--- src/rtl/baud_pkg.sv ---
package baud_pkg;
  typedef enum logic [1:0] {
    RATE_ASYNC_NORM = 2'd0,
    RATE_ASYNC_DBL  = 2'd1,
    RATE_SYNC       = 2'd2
  } rate_mode_e;

  // Effective mode: the double-speed input only matters in asynchronous mode.
  function automatic rate_mode_e mode_of(input logic sync_sel, input logic dbl_sel);
    if (sync_sel)     return RATE_SYNC;
    else if (dbl_sel) return RATE_ASYNC_DBL;
    else              return RATE_ASYNC_NORM;
  endfunction

  // Base ticks per transmit bit, which is also the receiver's samples per bit.
  function automatic logic [4:0] ticks_per_bit(input rate_mode_e m);
    case (m)
      RATE_SYNC:      return 5'd2;
      RATE_ASYNC_DBL: return 5'd8;
      default:        return 5'd16;
    endcase
  endfunction
endpackage

--- src/rtl/divisor_regs.sv ---
module divisor_regs #(
  parameter int DIV_W  = 12,
  parameter int BYTE_W = 8
) (
  input  logic             clk,
  input  logic             rst_n,
  input  logic             wr_en,
  input  logic             wr_sel,
  input  logic [BYTE_W-1:0] wr_data,
  output logic [DIV_W-1:0] div_q,
  output logic             load,
  output logic [DIV_W-1:0] load_val
);
  localparam int HI_W = DIV_W - BYTE_W;

  logic [HI_W-1:0] stage_hi;
  logic            hi_wr;

  assign hi_wr    = wr_en && wr_sel;
  assign load     = wr_en && !wr_sel;
  assign load_val = {stage_hi, wr_data};

  always_ff @(posedge clk or negedge rst_n) begin
    if (!rst_n) begin
      stage_hi <= '0;
      div_q    <= '0;
    end else begin
      if (hi_wr) stage_hi <= wr_data[HI_W-1:0];
      if (load)  div_q    <= load_val;
    end
  end


  hi_write_no_div_change_chk: assert property (@(posedge clk) disable iff (!rst_n)
    hi_wr |=> $stable(div_q));
endmodule

--- src/rtl/base_counter.sv ---
module base_counter #(
  parameter int DIV_W = 12
) (
  input  logic             clk,
  input  logic             rst_n,
  input  logic [DIV_W-1:0] div_q,
  input  logic             load,
  input  logic [DIV_W-1:0] load_val,
  output logic             tick
);
  logic [DIV_W-1:0] cnt;

  assign tick = (cnt == '0);

  always_ff @(posedge clk or negedge rst_n) begin
    if (!rst_n)    cnt <= '0;
    else if (load) cnt <= load_val;
    else if (tick) cnt <= div_q;
    else           cnt <= cnt - 1'b1;
  end


  reload_on_write_chk: assert property (@(posedge clk) disable iff (!rst_n)
    load |=> cnt == $past(load_val));


  wrap_to_divisor_chk: assert property (@(posedge clk) disable iff (!rst_n)
    (tick && !load) |=> cnt == $past(div_q));
endmodule

--- src/rtl/tx_prescaler.sv ---
module tx_prescaler
  import baud_pkg::*;
#(
  parameter int PRE_W = 4
) (
  input  logic       clk,
  input  logic       rst_n,
  input  logic       tick,
  input  rate_mode_e mode,
  output logic       tx_en,
  output logic       restart
);
  rate_mode_e       mode_q;
  logic [PRE_W-1:0] pcnt;
  logic [PRE_W-1:0] last_cnt;
  logic             at_last;

  assign last_cnt = PRE_W'(ticks_per_bit(mode) - 5'd1);
  assign restart  = (mode != mode_q);
  assign at_last  = (pcnt == last_cnt);
  assign tx_en    = tick && at_last && !restart;

  always_ff @(posedge clk or negedge rst_n) begin
    if (!rst_n) begin
      mode_q <= RATE_ASYNC_NORM;
      pcnt   <= '0;
    end else begin
      mode_q <= mode;
      if (restart)   pcnt <= '0;
      else if (tick) pcnt <= at_last ? '0 : pcnt + 1'b1;
    end
  end


  tx_en_on_tick_chk: assert property (@(posedge clk) disable iff (!rst_n)
    tx_en |-> tick);


  pcnt_in_range_chk: assert property (@(posedge clk) disable iff (!rst_n)
    restart || (pcnt <= last_cnt));


  restart_clears_chk: assert property (@(posedge clk) disable iff (!rst_n)
    restart |=> pcnt == '0);
endmodule

--- src/rtl/baud_tick_gen.sv ---
module baud_tick_gen
  import baud_pkg::*;
#(
  parameter int DIV_W  = 12,
  parameter int BYTE_W = 8,
  parameter int PRE_W  = 4
) (
  input  logic              clk,
  input  logic              rst_n,
  input  logic              wr_en,
  input  logic              wr_sel,
  input  logic [BYTE_W-1:0] wr_data,
  input  logic              sync_mode,
  input  logic              dbl_speed,
  output logic              base_tick,
  output logic              tx_bit_en,
  output logic              rx_sample_en,
  output logic [4:0]        rx_states,
  output logic              mclk_out
);
  logic [DIV_W-1:0] div_q;
  logic [DIV_W-1:0] load_val;
  logic             load;
  logic             mode_restart;
  rate_mode_e       eff_mode;

  assign eff_mode = mode_of(sync_mode, dbl_speed);

  divisor_regs #(.DIV_W(DIV_W), .BYTE_W(BYTE_W)) u_regs (
    .clk(clk), .rst_n(rst_n), .wr_en(wr_en), .wr_sel(wr_sel),
    .wr_data(wr_data), .div_q(div_q), .load(load), .load_val(load_val)
  );

  base_counter #(.DIV_W(DIV_W)) u_cnt (
    .clk(clk), .rst_n(rst_n), .div_q(div_q), .load(load),
    .load_val(load_val), .tick(base_tick)
  );

  tx_prescaler #(.PRE_W(PRE_W)) u_pre (
    .clk(clk), .rst_n(rst_n), .tick(base_tick), .mode(eff_mode),
    .tx_en(tx_bit_en), .restart(mode_restart)
  );

  assign rx_sample_en = base_tick;
  assign rx_states    = ticks_per_bit(eff_mode);

  always_ff @(posedge clk or negedge rst_n) begin
    if (!rst_n)          mclk_out <= 1'b0;
    else if (!sync_mode) mclk_out <= 1'b0;
    else if (base_tick)  mclk_out <= ~mclk_out;
  end


  mclk_idle_async_chk: assert property (@(posedge clk) disable iff (!rst_n)
    !sync_mode |=> !mclk_out);


  mclk_toggle_chk: assert property (@(posedge clk) disable iff (!rst_n)
    (sync_mode && base_tick) |=> mclk_out != $past(mclk_out));


  rx_states_onehot_chk: assert property (@(posedge clk) disable iff (!rst_n)
    $countones(rx_states) == 1);


  sync_ignores_dbl_chk: assert property (@(posedge clk) disable iff (!rst_n)
    sync_mode |-> rx_states == 5'd2);
endmodule

--- config.mk ---
export PLATFORM = sky130hd
export DESIGN_NAME = baud_tick_gen
export DESIGN_NICKNAME = d
export VERILOG_FILES = /design/src/rtl/baud_pkg.sv /design/src/rtl/divisor_regs.sv /design/src/rtl/base_counter.sv /design/src/rtl/tx_prescaler.sv /design/src/rtl/baud_tick_gen.sv
export SDC_FILE = /design/constraint.sdc
export NUM_CORES = 1
export LEC_CHECK = 0
export BUFFER_PORTS_ARGS = -buffer_cell sky130_fd_sc_hd__buf_2
export CORE_AREA = 2 2 113 71
export DETAILED_ROUTE_END_ITERATION = 8
export DIE_AREA = 0 0 115 73
export PLACE_DENSITY = 0.4
export SKIP_LAST_GASP = 1
export SYNTH_ARGS = -nofsm -noshare
export SYNTH_HDL_FRONTEND = slang
export SYNTH_SLANG_ARGS = --single-unit
export TNS_END_PERCENT = 10
--- constraint.sdc ---
create_clock -name clk -period 3.6 [get_ports clk]
set_input_delay 0 -clock clk [delete_from_list [all_inputs] [get_ports clk]]
set_output_delay 0 -clock clk [all_outputs]
set_load 0.01 [all_outputs]
==> results of run 1 <==
flip-flops by register name, summed over array words and instances, names as in the netlist:
name / count
u_cnt.cnt: 12
u_pre.pcnt: 4
u_pre.mode_q: 2
u_regs.stage_hi: 4
mclk_out: 1
u_regs.div_q: 12
area by class of cell:
cell class | count | area (µm²)
clock buffer | 5 | 125.1
clock inverter | 3 | 67.56
fill | 814 | 5261
inverter | 4 | 15.01
multi-input combinational | 139 | 837.1
sequential | 35 | 875.8
tap | 94 | 117.6
timing repair buffer | 31 | 207.7
per-layer routing:
layer,up-vias,track usage (%)
met5,-,0
met4,0,3.614
met3,7,3.987
met2,21,14.05
met1,658,18.06
li1,711,-
cell usage in the layout, fill, tap and decap left out, types with 3 or more instances in the layout:
master                          synthesis  layout
sky130_fd_sc_hd__a21oi_1                3       3
sky130_fd_sc_hd__a31oi_1                5       5
sky130_fd_sc_hd__and2_1                 3       3
sky130_fd_sc_hd__buf_2                  2      20
sky130_fd_sc_hd__clkbuf_16              0       5
sky130_fd_sc_hd__dfrtp_1               35      35
sky130_fd_sc_hd__dlygate4sd3_1          0      10
sky130_fd_sc_hd__ha_1                   3       3
sky130_fd_sc_hd__inv_1                  3       3
sky130_fd_sc_hd__mux2_2                 5       5
sky130_fd_sc_hd__mux2i_1                4       4
sky130_fd_sc_hd__nand2_1               42      42
sky130_fd_sc_hd__nand4_1                3       3
sky130_fd_sc_hd__nor2_1                10      10
sky130_fd_sc_hd__nor2b_1                4       3
sky130_fd_sc_hd__nor3_1                 9       9
sky130_fd_sc_hd__nor4_1                 4       4
sky130_fd_sc_hd__o21ai_0               12      12
sky130_fd_sc_hd__xnor2_1                3       3
sky130_fd_sc_hd__xor2_1                 3       3
cells by family after synthesis:
kind of cell | after synthesis | synth area share [%]
AO/OA/AOI/OAI | 31 | 10.92
XOR/XNOR | 6 | 2.921
adder cells (fa/ha/maj) | 3 | 2.086
buffers and inverters | 17 | 5.146
flip-flops | 35 | 48.68
multiplexers | 9 | 5.355
other | 1 | 0.2084
AND/OR/NAND/NOR | 88 | 24.69
power by group through the flow:
| stage | registers (W) | clock network [W] | logic (W) |
|---|---|---|---|
| after floorplan | 0.000521 | 0 | 0.000215 |
| after CTS | 0.000541 | 0.000586 | 0.000257 |
| final | 0.000542 | 0.000569 | 0.000253 |
| after detailed placement | 0.000547 | 0 | 0.000248 |
| after global routing | 0.000557 | 0.000598 | 0.000295 |
| after global placement | 0.000551 | 0 | 0.000252 |
worst max path at each step:
stage	startpoint	end	slack [ns]	cells past startpoint
final	u_cnt.cnt[0]	rx_sample_en	1.18	6
after global routing	u_cnt.cnt[0]	u_cnt.cnt[3]	0.86	7
after CTS	u_cnt.cnt[0]	rx_sample_en	1.11	6
after detailed placement	u_cnt.cnt[0]	u_cnt.cnt[3]	1.21	7
after global placement	u_cnt.cnt[0]	u_cnt.cnt[0]	1.29	7
after floorplan	u_cnt.cnt[0]	u_cnt.cnt[0]	1.70	8
metrics by stage:
| step | cell area, µm² | hold slack [ns] |
|---|---|---|
| 2_1_floorplan | 1803 | -0.2956 |
| 3_3_place_gp | 1953 | 0.1596 |
| 3_5_place_dp | 1953 | 0.1572 |
| 4_1_cts | 2246 | 0.01271 |
| 5_1_grt | 2246 | 0.02376 |
| 6_report | 2246 | 0.02077 |
==> run summary, run 1 <==
The flow ran to the end, and the final reports show no timing, DRC or antenna violations. The tools report the total count of max-transition violations in the final report as 0. The final standard cell count with taps included and fillers excluded is 311.

Subtracting the final worst setup slack from the clock period gives 2.422 ns. The tools report the critical register-to-register path endpoint as u_cnt.cnt[3]. In this run, flip-flops and latches consume 39.7% of the power.

The total setup buffers inserted after CTS was 0; the placeable core region was 7507 µm². STA classifies the critical path startpoint as a flip-flop. The tools report the static leakage power as 1.056 nW. The wire-length estimate of the detail-placed layout is 2.951 mm.

Once routing completed, OpenROAD measured the worst setup slack at 1.178 ns. Measured against its own limit, the worst slew margin works out to 37.46%. Yosys instantiated no cell more often than sky130_fd_sc_hd__nand2_1. In this run the critical register-to-register path is launched from u_cnt.cnt[0].

TritonCTS created 5 clock buffers. Initial antenna violation count: 0. The worst hold path terminates at u_pre.mode_q[0]. The min-delay analysis places its worst path in the category in -> reg. The depth of the worst hold-timing path is 2. The tools report the clock skew after layout as 0.004324 ns.

In this run, the combinational gates consume 18.6% of the power. Summed over all layers, the global routing overflow is 0. After layout, the worst path uses 67.28% of the clock period. From bottom edge to top edge, the die measures 73 µm. The signal on the critical path passes through inv_1 > ha_1 > nor3b_1 > nand4b_4 > inv_2 > buf_2. In the routed design, unresolved DRC markers number 0. Proportion of power drawn by the clock network: 41.7%.

The slew of the pin with the lowest slew margin came out at 0.9338 ns. The final antenna diode count came out at 0. The detailed-route via count is 1397. Sorting the synthesized cells by how often they occur yields sky130_fd_sc_hd__nand2_1 (42), sky130_fd_sc_hd__dfrtp_1 (35), sky130_fd_sc_hd__o21ai_0 (12).

CTS placed an instance of sky130_fd_sc_hd__clkbuf_16 at the clock tree root. The violation count after the first detailed-routing iteration was 57; the net switching fraction of the power was 27.90%. TritonCTS built the clock tree. From synthesis to final layout, the design area changed by 24.83%. The wire length per cell is 13.81 µm.

For the number of global-route vias before repair, the log shows 1343. VDD sags by at most 0.1690 mV. The path depth of the worst reg2reg path works out to 7. For the clock sink total, the log shows 35. The logs give 0 for the quantity of gates resized following cts and 29.92% for the utilization of the core after routing.

The width of the die came out at 115 µm. Summed over all instances, the cell type with the most area after synthesis is sky130_fd_sc_hd__dfrtp_1. Launch point of the worst hold path: dbl_speed.

In the final timing run, aggregate negative setup slack is 0 ns. In the final layout, the share of cells above drive strength 1 is 17.97%. The internal portion of the total power is 0.0009830 W. The number of top-level design ports was 23; the final hold violation count was 0. The pin count of the biggest net entering global routing was 36. First-pass GRT wire length: 7.189 mm. The routed length on met3 came out at 192 µm. Synthesis instantiated 41 different standard cells from the library.

For this configuration, the core starts out at a cell density of 23.97%. The logs give 1.501 mm for the detailed-routed wire length on met2 and 0 for the post-detailed-route count of antenna-violating nets. Summing every instance area after synthesis gives 1799 µm². For this run, asynchronously set or reset flops after synthesis account for 100.0%. For the worst setup path, the data arrival time is 2.42 ns. The tools report the critical path data required time as 3.60 ns. Across the run, the number of max-cap violations was 0. Dividing the detail-routed via count by the number of cells gives 4.492. In this run the deepest clock path goes through 2 buffers. After synthesis the netlist holds a flip-flop and latch count of 35. By area the synthesized netlist is led by sky130_fd_sc_hd__dfrtp_1 (49%), sky130_fd_sc_hd__nand2_1 (8.8%), sky130_fd_sc_hd__o21ai_0 (3.3%).

Across all register-to-register paths, the minimum setup slack is 1.24 ns. The count of endpoints failing setup in the final report came out at 0. The total power per unit cell area works out to 607.1 nW/µm². The run gives 1.212 ns as the post-placement setup slack. The cell family contributing the most delay on the critical path was simple AND/OR/NAND/NOR gates. For this block, wires on met1 add up to 2.551 mm. Setup repair after global routing left no endpoint under its margin. For this run, the number of Yosys warnings is 0. Cell type of the slowest stage on the worst timing path: sky130_fd_sc_hd__nor3b_1.

CTS built an H-tree with a depth of 2. Number of enable flip-flop cells after synthesis: 0. The logs give 412.9 MHz for the top achievable clock speed and 48.68% for the sequential area share after synthesis.

In the final design database the tool counted 233 nets. Predominant post-synthesis flop cell: sky130_fd_sc_hd__dfrtp_1. The congestion estimate from routability-driven global placement came to 0.7424. After synthesis, the mean cell area works out to 9.470 µm².

The tools report the gate count after technology mapping as 190. The analysis attributes to net switching a power of 0.0003805 W. The total buffers and inverters traversed by the critical path works out to 3. By startpoint and endpoint, the worst setup path is classified as reg -> out. Summing internal, switching and leakage power gives 0.001363 W. For this run, the slowest stage of the critical path takes 0.57 ns. Buffers inserted to repair hold after CTS numbered 10. In this run, placement finished with an instance count of 293. The critical path endpoint category was a primary output.

The final layout contains routed wiring with a total length of 4.296 mm. The top cell type by area accounts for 48.68% of the synthesized area. Along the worst path, the maximum fanout reaches 16. The area of the die came out at 8395 µm².

The uppermost layer routed is met4. Clock latency on the worst-skew pair, taken at its later pin, is 0.28 ns. The clock slew at the register clock pins of the worst setup and hold paths is 0.06 ns, and the standard-cell row count is 25. The first detailed-routing pass took 4 iterations.

The count of buffers added on input and output ports is 20. Global routing used 11.47% of the available tracks.
(Power assumes the default switching activity.)
==> run 2, diff against run 1 <==
==> constraint.sdc (replaced) <==
create_clock -name clk -period 2.3 [get_ports clk]
set_input_delay 0 -clock clk [delete_from_list [all_inputs] [get_ports clk]]
set_output_delay 0 -clock clk [all_outputs]
set_load 0.01 [all_outputs]
==> run 2 against run 1 <==
Net effect:
- global-route usage grew 0.058 points
- worst setup slack worse by 0.98 ns
- power rose by 40%
- die area unchanged
- sequential share of layout area rose by 0.48 points
- design area down 1.2%
- clock skew increased by 0.0031 ns
- non-clock buffer count grew 4
- register-to-register slack worse by 0.87 ns
- cell count increased by 1.3%
- largest cell class unchanged
- largest power group is now registers
==> run summary, run 2 (synthesis results as in run 1) <==
The area of the die is 8395 µm² (unchanged). In the final layout, the registers with the most flip-flops are u_cnt.cnt: 12 flops, u_regs.div_q: 12 flops. The worst register-to-register path ends at u_cnt.cnt[8].

The flow ran to the end, and the final reports show no timing, DRC or antenna violations. The number of nets at the end of the flow was 237 (+1.7%); the number of remaining DRC errors was 0 (unchanged). The critical path data required time was 2.30 ns (-1.30 ns). Leaving out fill and tap cells, the most frequent cells in the layout are sky130_fd_sc_hd__nand2_1 (42), sky130_fd_sc_hd__dfrtp_1 (35), sky130_fd_sc_hd__buf_2 (20), sky130_fd_sc_hd__o21ai_0 (12).

The quantity of gates resized following cts was 0 (unchanged). The total setup buffers inserted after CTS was 0 (unchanged). Number of inserted filler cells in the final layout: 806 (-0.98%). The combinational share of power is 21.8% (+3.2 points), and the worst setup margin is 0.1948 ns (-0.9831 ns).

Worst path arrival time: 2.11 ns (-0.31 ns). The wire length per cell was 13.77 µm (-0.30%); the area overhead of the layout relative to synthesis was 23.30%. Deepest level of the CTS H-tree: 2 (unchanged). The post-layout minimum cycle time came out at 2.105 ns.

Worst min-delay path class: in -> reg. Startpoint class of the critical path: a flip-flop. Later-pin clock latency in the skew report: 0.28 ns (about the same). The critical path is of the reg -> out type. The placeable core region was 7507 µm² (unchanged).

The most critical setup path has its startpoint at u_cnt.cnt[5]. The logs give 11.53% (+0.058 points) for the all-layer global routing usage and 36 (unchanged) for the pin count of the biggest net entering global routing. The final hold violation count is 0 (unchanged), and the width of the die is 115 µm (unchanged).

The total power per unit cell area came out at 859.9 nW/µm² (+42%). The vertical die dimension was 73 µm (unchanged). In this run the critical register-to-register path is launched from u_cnt.cnt[5]. The count of endpoints failing setup in the final report was 0 (unchanged); the starting density of the core was 23.97% (unchanged). The number of port buffers works out to 20 (unchanged). The mean number of vias per cell was 4.467 (-0.56%). The clock skew after layout is 0.007402 ns (+0.003077 ns).

The sum of routed wire length over all layers is 4.338 mm (+0.98%), and the share of final-layout standard cells stronger than drive strength 1 is 18.10% (+0.13 points). The first-pass GRT wire length was 7.038 mm (-2.1%). For the internal power of the cells, the log shows 0.001330 W (+35%). The global route total overflow came out at 0 (unchanged). The proportion of power drawn by the clock network came out at 33.6% (-8.1 points). The post-placement setup slack is 0.3669 ns (-0.8455 ns), and the ratio of final minimum period to clock period is 91.53%. The logs give 44.6% (+4.9 points) for the part of the power in registers and 875.8 µm² (unchanged) for the area occupied by registers. The library cell used most frequently in the layout, excluding fill and tap cells, is sky130_fd_sc_hd__nand2_1. The worst-path maximum fanout came out at 15 (-1). The critical path ends at tx_bit_en.

The logs give 2 (unchanged) for the worst-case clock buffer depth and 0 (unchanged) for the max-capacitance violation count. The number of buffers inserted during clock tree synthesis was 5 (unchanged). TritonCTS built the clock tree.

The net switching fraction of the power came out at 30.29% (+2.4 points). The post-detailed-route count of antenna-violating nets is 0 (unchanged). The run gives 45.02% (+7.6 points) as the worst max-slew margin expressed relative to the limit. The tools report the critical path endpoint category as a primary output. For the internal reg-to-reg setup slack, the log shows 0.37 ns (-0.87 ns). Weighted congestion at the end of routability-driven global placement: 0.7112 (-4.2%). The multi-input gate area in the final layout is 834.6 µm² (-0.30%), and the path depth of the worst reg2reg path is 5 (-2). Timing would allow up to 475.0 MHz.

The sum of negative setup slack is 0 ns (unchanged). Static leakage power: 1.052 nW (-0.30%). The initial antenna violation count came out at 0 (unchanged). The number of global-route vias before repair came out at 1298 (-3.4%). The logs give 35 (unchanged) for the clock sink total and 4 (unchanged) for the number of search-and-repair iterations in the first detailed-routing pass. The final antenna diode count came out at 0 (unchanged). The tools report the standard-cell row count as 25 (unchanged). The total count of max-transition violations in the final report is 0 (unchanged).

The violation count after the first detailed-routing iteration is 76 (+33%), and the clock slew at the register clock pins of the worst setup and hold paths is 0.06 ns (about the same). For the number of top-level design ports, the log shows 23 (unchanged). The slew of the pin with the lowest slew margin is 0.8247 ns (-0.1091 ns). The tools report the power spent charging and discharging nets as 0.0005778 W (+52%).

Setup repair after global routing left no endpoint under its margin. For the detailed-route via count, the log shows 1407 (+0.72%). The post-detailed-placement half-perimeter wirelength was 3.029 mm (+2.6%); the highest ir drop seen on vdd was 0.2510 mV (+49%). In this run the clock root is driven by a sky130_fd_sc_hd__clkbuf_16.
run 2: cell count changes in the layout (fill, tap and decap cells not counted):
cell,previous run,this run
sky130_fd_sc_hd__clkinv_2,0,1
sky130_fd_sc_hd__clkbuf_1,0,2
sky130_fd_sc_hd__nor2b_2,1,0
sky130_fd_sc_hd__bufinv_16,2,0
sky130_fd_sc_hd__buf_4,1,5
sky130_fd_sc_hd__nor2b_1,3,4
sky130_fd_sc_hd__clkinvlp_4,1,0
run 2: worst min-delay path by stage:
stage	endpoint	slack, ns	from	depth (start not counted)
after floorplan	mclk_out	-0.30	rst_n	0
final	u_pre.mode_q[0]	0.03	dbl_speed	2
after CTS	u_pre.mode_q[0]	0.02	dbl_speed	2
after global routing	u_pre.mode_q[0]	0.03	dbl_speed	2
after detailed placement	u_regs.div_q[6]	0.14	rst_n	1
after global placement	u_regs.div_q[7]	0.15	rst_n	1
run 2: metal layers:
layer	track usage (%)	up-vias	part of all wire, %
met5	0	-	0
met1	18.96	665	61
li1	-	718	-
met2	12.94	17	34
met4	4.016	0	1.4
met3	3.987	7	3.3
run 2: what timing repair did:
action | 4_1_cts | 5_1_grt
hold buffers | 10 | 0
hold endpoints to repair | 54 | 0
setup endpoints to repair | 0 | 0
run 2: critical path, cell delays in order, from the launching register on:
cell and delay [ns]:
sky130_fd_sc_hd__dfrtp_1 0.43, sky130_fd_sc_hd__or4_1 0.61, sky130_fd_sc_hd__nand4b_4 0.23, sky130_fd_sc_hd__buf_4 0.22, sky130_fd_sc_hd__a211oi_1 0.17, sky130_fd_sc_hd__buf_2 0.16
run 2: area by class of cell:
type / instances / share of cell area, %
clock inverters: 1 / 0.2256
repair buffers: 35 / 10.72
well taps: 94 / 5.302
inverters: 4 / 0.6768
multi-input cells: 139 / 37.62
clock buffers: 7 / 5.979
flip-flops and latches: 35 / 39.48
run 2: power by group through the flow:
stage	Combinational (W)	Sequential, W	Clock [W]
floorplan	0.000336	0.000815	0
CTS	0.000422	0.000846	0.000668
detailed placement	0.000406	0.000854	0
global route	0.000473	0.000870	0.000696
global placement	0.000411	0.000860	0
finish	0.000416	0.000851	0.000641
run 2: per-stage QoR:
stage	power [W]	hold WS [ns]	util, %	cells	instance area, µm²
final	0.001908	0.02868	29.55	315	2218
after global routing	0.002038	0.02551	29.55	315	2218
after CTS	0.001937	0.01884	29.55	315	2218
after detailed placement	0.001260	0.1430	26.38	297	1981
after global placement	0.001271	0.1538	26.38	297	1981
after floorplan	0.001151	-0.2956	-	191	1803
==> run 3, diff against run 2 <==
--- a/config.mk
+++ b/config.mk
@@ -5,10 +5,11 @@
 export SDC_FILE = /design/constraint.sdc
 export NUM_CORES = 1
 export LEC_CHECK = 0
+export ABC_AREA = 1
 export BUFFER_PORTS_ARGS = -buffer_cell sky130_fd_sc_hd__buf_2
-export CORE_AREA = 2 2 113 71
+export CORE_AREA = 2 2 116 73
 export DETAILED_ROUTE_END_ITERATION = 8
-export DIE_AREA = 0 0 115 73
+export DIE_AREA = 0 0 118 75
 export PLACE_DENSITY = 0.4
 export SKIP_LAST_GASP = 1
 export SYNTH_ARGS = -nofsm -noshare
==> run 3 against run 2 <==
Net effect:
- critical path depth up 4
- synthesized area up 6.2%
- via count up 7.7%
- cell count up 19%
- combinational power up 30%
- power up 9.4%
- non-clock buffer count down 3
- global-route usage down 0.39 points
- design area up 5.8%
- die area up 5.4%
- sequential power down 1%
- largest cell class unchanged
==> run summary, run 3 <==
The library cell used most frequently in the layout, excluding fill and tap cells, is sky130_fd_sc_hd__nand2_1. The count of endpoints failing setup in the final report is 0 (unchanged), and the all-layer global routing usage is 11.14% (-0.39 points). The final standard cell count with taps included and fillers excluded was 376 (+19%). The uppermost layer routed was met4. The run finished with clean final reports. The logs give 25 (unchanged) for the standard-cell row count and 7726 µm² (+2.9%) for the placeable core region.

The tools report the weighted congestion at the end of routability-driven global placement as 0.7508 (+5.6%). The number of port buffers is 20 (unchanged). The cell sitting at the root of the clock tree is a sky130_fd_sc_hd__clkbuf_16.

The logs give 36 (unchanged) for the pin count of the biggest net entering global routing and 2346 µm² (+5.8%) for the final cell area excluding filler cells. The total power per unit cell area is 889.6 nW/µm² (+3.5%). The number of warnings reported in the yosys synthesis log is 0 (unchanged). Worst-path maximum fanout: 19 (+4). Ranked by total cell area, the synthesized netlist is headed by sky130_fd_sc_hd__dfrtp_1 (46%), sky130_fd_sc_hd__nand2_1 (14%), sky130_fd_sc_hd__o21ai_0 (5.8%). The tools report the clock sink total as 35 (unchanged). Detailed-route via count: 1515 (+7.7%).

The number of placed cells counting well taps was 358 (+21%). The total placed instance area is 2097 µm² (+5.9%), and the vertical die dimension is 75 µm (+2.7%). Post-layout minimum cycle time: 1.892 ns (-0.2127 ns). The run gives 0 (unchanged) as the total count of max-transition violations in the final report. The wire length per cell came out at 11.80 µm (-14%). The critical path in this run is classified as reg -> out. The post-detailed-placement half-perimeter wirelength is 3.165 mm (+4.5%). The internal reg-to-reg setup slack is 0.63 ns (+0.26 ns), and the deepest level of the CTS H-tree is 2 (unchanged). The tools report the worst setup path startpoint as u_cnt.cnt[0]. Smallest hold slack: 0.005057 ns (-0.02362 ns).

Startpoint class of the critical path: a flip-flop. The largest registers in the layout are u_cnt.cnt: 12 flops, u_regs.div_q: 12 flops. Setup repair after global routing left no endpoint under its margin. The share of final-layout standard cells stronger than drive strength 1 was 19.78% (+1.7 points). Clock slew at the register clock pins of the worst setup and hold paths: 0.06 ns (about the same). For the number of nets at the end of the flow, the log shows 284 (+20%). For the number of remaining DRC errors, the log shows 0 (unchanged). The signal on the critical path passes through inv_1 > ha_1 > nand2_1 > nor2_4 > nand2_4 > clkinv_2 > nand2_2 > nor2_1 > buf_2. Grouping stages by cell kind, the critical path spends the most delay in simple AND/OR/NAND/NOR gates. The logs give 0 (unchanged) for the initial antenna violation count and 0.007070 ns (-0.0003314 ns) for the clock skew after layout. Highest ir drop seen on vdd: 0.2717 mV (+8.3%). The number of global-route vias before repair was 1479 (+14%); the later-pin clock latency in the skew report was 0.29 ns (about the same).

The tools report the detailed-routed wire length on met2 as 1.594 mm (+8.1%). The number of top-level design ports came out at 23 (unchanged). The worst setup path endpoint is tx_bit_en. The run gives 45.84% (-2.8 points) as the sequential area share after synthesis.

The run gives 5 (unchanged) as the number of buffers inserted during clock tree synthesis. The predominant post-synthesis flop cell was sky130_fd_sc_hd__dfrtp_1. The mean cell area of the mapped netlist came out at 8.096 µm² (-15%).

The total buffers and inverters traversed by the critical path was 3 (+1); the total setup buffers inserted after CTS was 0 (unchanged). The number of enable flip-flop cells after synthesis was 0 (unchanged); the worst setup margin was 0.4076 ns (+0.2127 ns). The path length in cells of the critical path was 9 (+4); the gate count after technology mapping was 236 (+24%).

The slew of the pin with the lowest slew margin was 0.8608 ns (+0.03616 ns). The depth of the worst hold-timing path is 3 (+1), and the violation count after the first detailed-routing iteration is 69 (-9.2%). The post-detailed-route count of antenna-violating nets was 0 (unchanged); the worst max-slew margin expressed relative to the limit was 42.61% (-2.4 points).

The path class of the tightest hold or removal check is in -> reg. The routed length on met3 is 159 µm (+11%), and the mean number of vias per cell is 4.029 (-9.8%). Width of the die: 118 µm (+2.6%). In this run the critical register-to-register path is captured at u_cnt.cnt[7]. The final hold violation count was 0 (unchanged); the critical path data required time was 2.30 ns (about the same). TritonCTS built the clock tree. The cell type of the slowest stage on the worst timing path is sky130_fd_sc_hd__dfrtp_1. The final antenna diode count was 0 (unchanged); the sum of routed wire length over all layers was 4.437 mm (+2.3%). Ranked by instance count, the synthesized netlist is headed by sky130_fd_sc_hd__nand2_1 (69), sky130_fd_sc_hd__dfrtp_1 (35), sky130_fd_sc_hd__inv_1 (25). Path depth of the worst reg2reg path: 9 (+4). The run gives 1.162 nW (+10%) as the static leakage power. For the worst path arrival time, the log shows 1.89 ns (-0.22 ns). Netlist area before placement: 1911 µm² (+6.2%). The global route total overflow was 0 (unchanged). Max-capacitance violation count: 0 (unchanged). The tools report the first-pass GRT wire length as 7.410 mm (+5.3%).

The tools report the top achievable clock speed as 528.4 MHz (+11%). Critical path endpoint category: a primary output. The number of different library cells in the post-synthesis netlist came out at 28 (-32%). Worst-case clock buffer depth: 2 (unchanged).

Of all cell types, the one taking the most synthesized area is sky130_fd_sc_hd__dfrtp_1. The highest cell delay on the worst timing path was 0.36 ns (-0.25 ns); the starting density of the core was 24.73% (+0.76 points). Leaving out fill and tap cells, the most frequent cells in the layout are sky130_fd_sc_hd__nand2_1 (69), sky130_fd_sc_hd__dfrtp_1 (35), sky130_fd_sc_hd__inv_1 (25), sky130_fd_sc_hd__o21ai_0 (22), sky130_fd_sc_hd__buf_2 (20). The length of routed wiring on met1 is 2.613 mm (-1.8%), and the ratio of final minimum period to clock period is 82.28% (-9.2 points). The post-placement setup slack was 0.6405 ns (+0.2735 ns). The register bit count reported by yosys works out to 35 (unchanged). The critical register-to-register path startpoint was u_cnt.cnt[0]. The area overhead of the layout relative to synthesis was 22.79%.

Area of the die: 8850 µm² (+5.4%). The most common cell in the synthesized netlist is sky130_fd_sc_hd__nand2_1. The tools report the sum of negative setup slack as 0 ns (unchanged). The share of synthesized registers carrying an async set or reset is 100.0% (unchanged), and the fraction of synthesized cell area taken by the top area cell type is 45.84% (-2.8 points). The tools report the number of search-and-repair iterations in the first detailed-routing pass as 4 (unchanged).
-- run 3: cell type report --
cell class	count	area [µm²]
Clock inverter	3	23.77
Fill cell	859	5380
Tap cell	108	135.1
Sequential cell	35	875.8
Timing Repair Buffer	32	215.2
Multi-Input combinational cell	167	872.1
Inverter	26	98.84
Clock buffer	5	125.1
-- run 3: metal layers --
layer,track usage (%),vias to the layer above
met1,16.53,689
met5,0,-
met2,14.60,17
met3,3.712,8
met4,4.418,0
li1,-,801
-- run 3: per-stage QoR --
stage	util [%]	total power [W]
floorplan	-	0.001247
global placement	27.14	0.001390
detailed placement	27.14	0.001382
CTS	30.36	0.002118
global route	30.36	0.002238
finish	30.36	0.002087
-- run 3: repair_timing --
| item | 4_1_cts | 5_1_grt |
|---|---|---|
| hold buffers | 10 | 0 |
| hold endpoints to repair | 52 | 0 |
| gates resized for setup | 0 | 0 |
-- run 3: cells by family after synthesis --
logic type               Yosys count  share of synthesized area (%)
AO/OA/AOI/OAI                     34                          10.02
adder cells (fa/ha/maj)            3                          1.965
flip-flops                        35                          45.84
XOR/XNOR                           5                          2.292
buffers and inverters             35                          8.709
multiplexers                       2                          1.179
other                              1                         0.1963
AND/OR/NAND/NOR                  121                          29.80
-- run 3: how the worst min path moves through the flow --
stage,slack (ns),from,endpoint
after floorplan,-0.30,rst_n,mclk_out
after global placement,0.16,rst_n,u_regs.div_q[5]
after detailed placement,0.16,rst_n,u_regs.div_q[5]
after CTS,0.001,dbl_speed,u_pre.mode_q[0]
after global routing,0.03,dbl_speed,u_pre.mode_q[0]
final,0.005,dbl_speed,u_pre.mode_q[0]
-- run 3: tightest hold or removal path: stages --
cell and delay (ns):
sky130_fd_sc_hd__buf_2 0.11, sky130_fd_sc_hd__inv_1 0.10, sky130_fd_sc_hd__nor2_4 0.04
-- run 3: report_power, final --
group	switching, W	internal, W	total (W)	leakage, nW
clock network	0.000301	0.000405	0.000706	0.0664
logic	0.000330	0.000209	0.000540	0.664
registers	0.000104	0.000737	0.000841	0.431
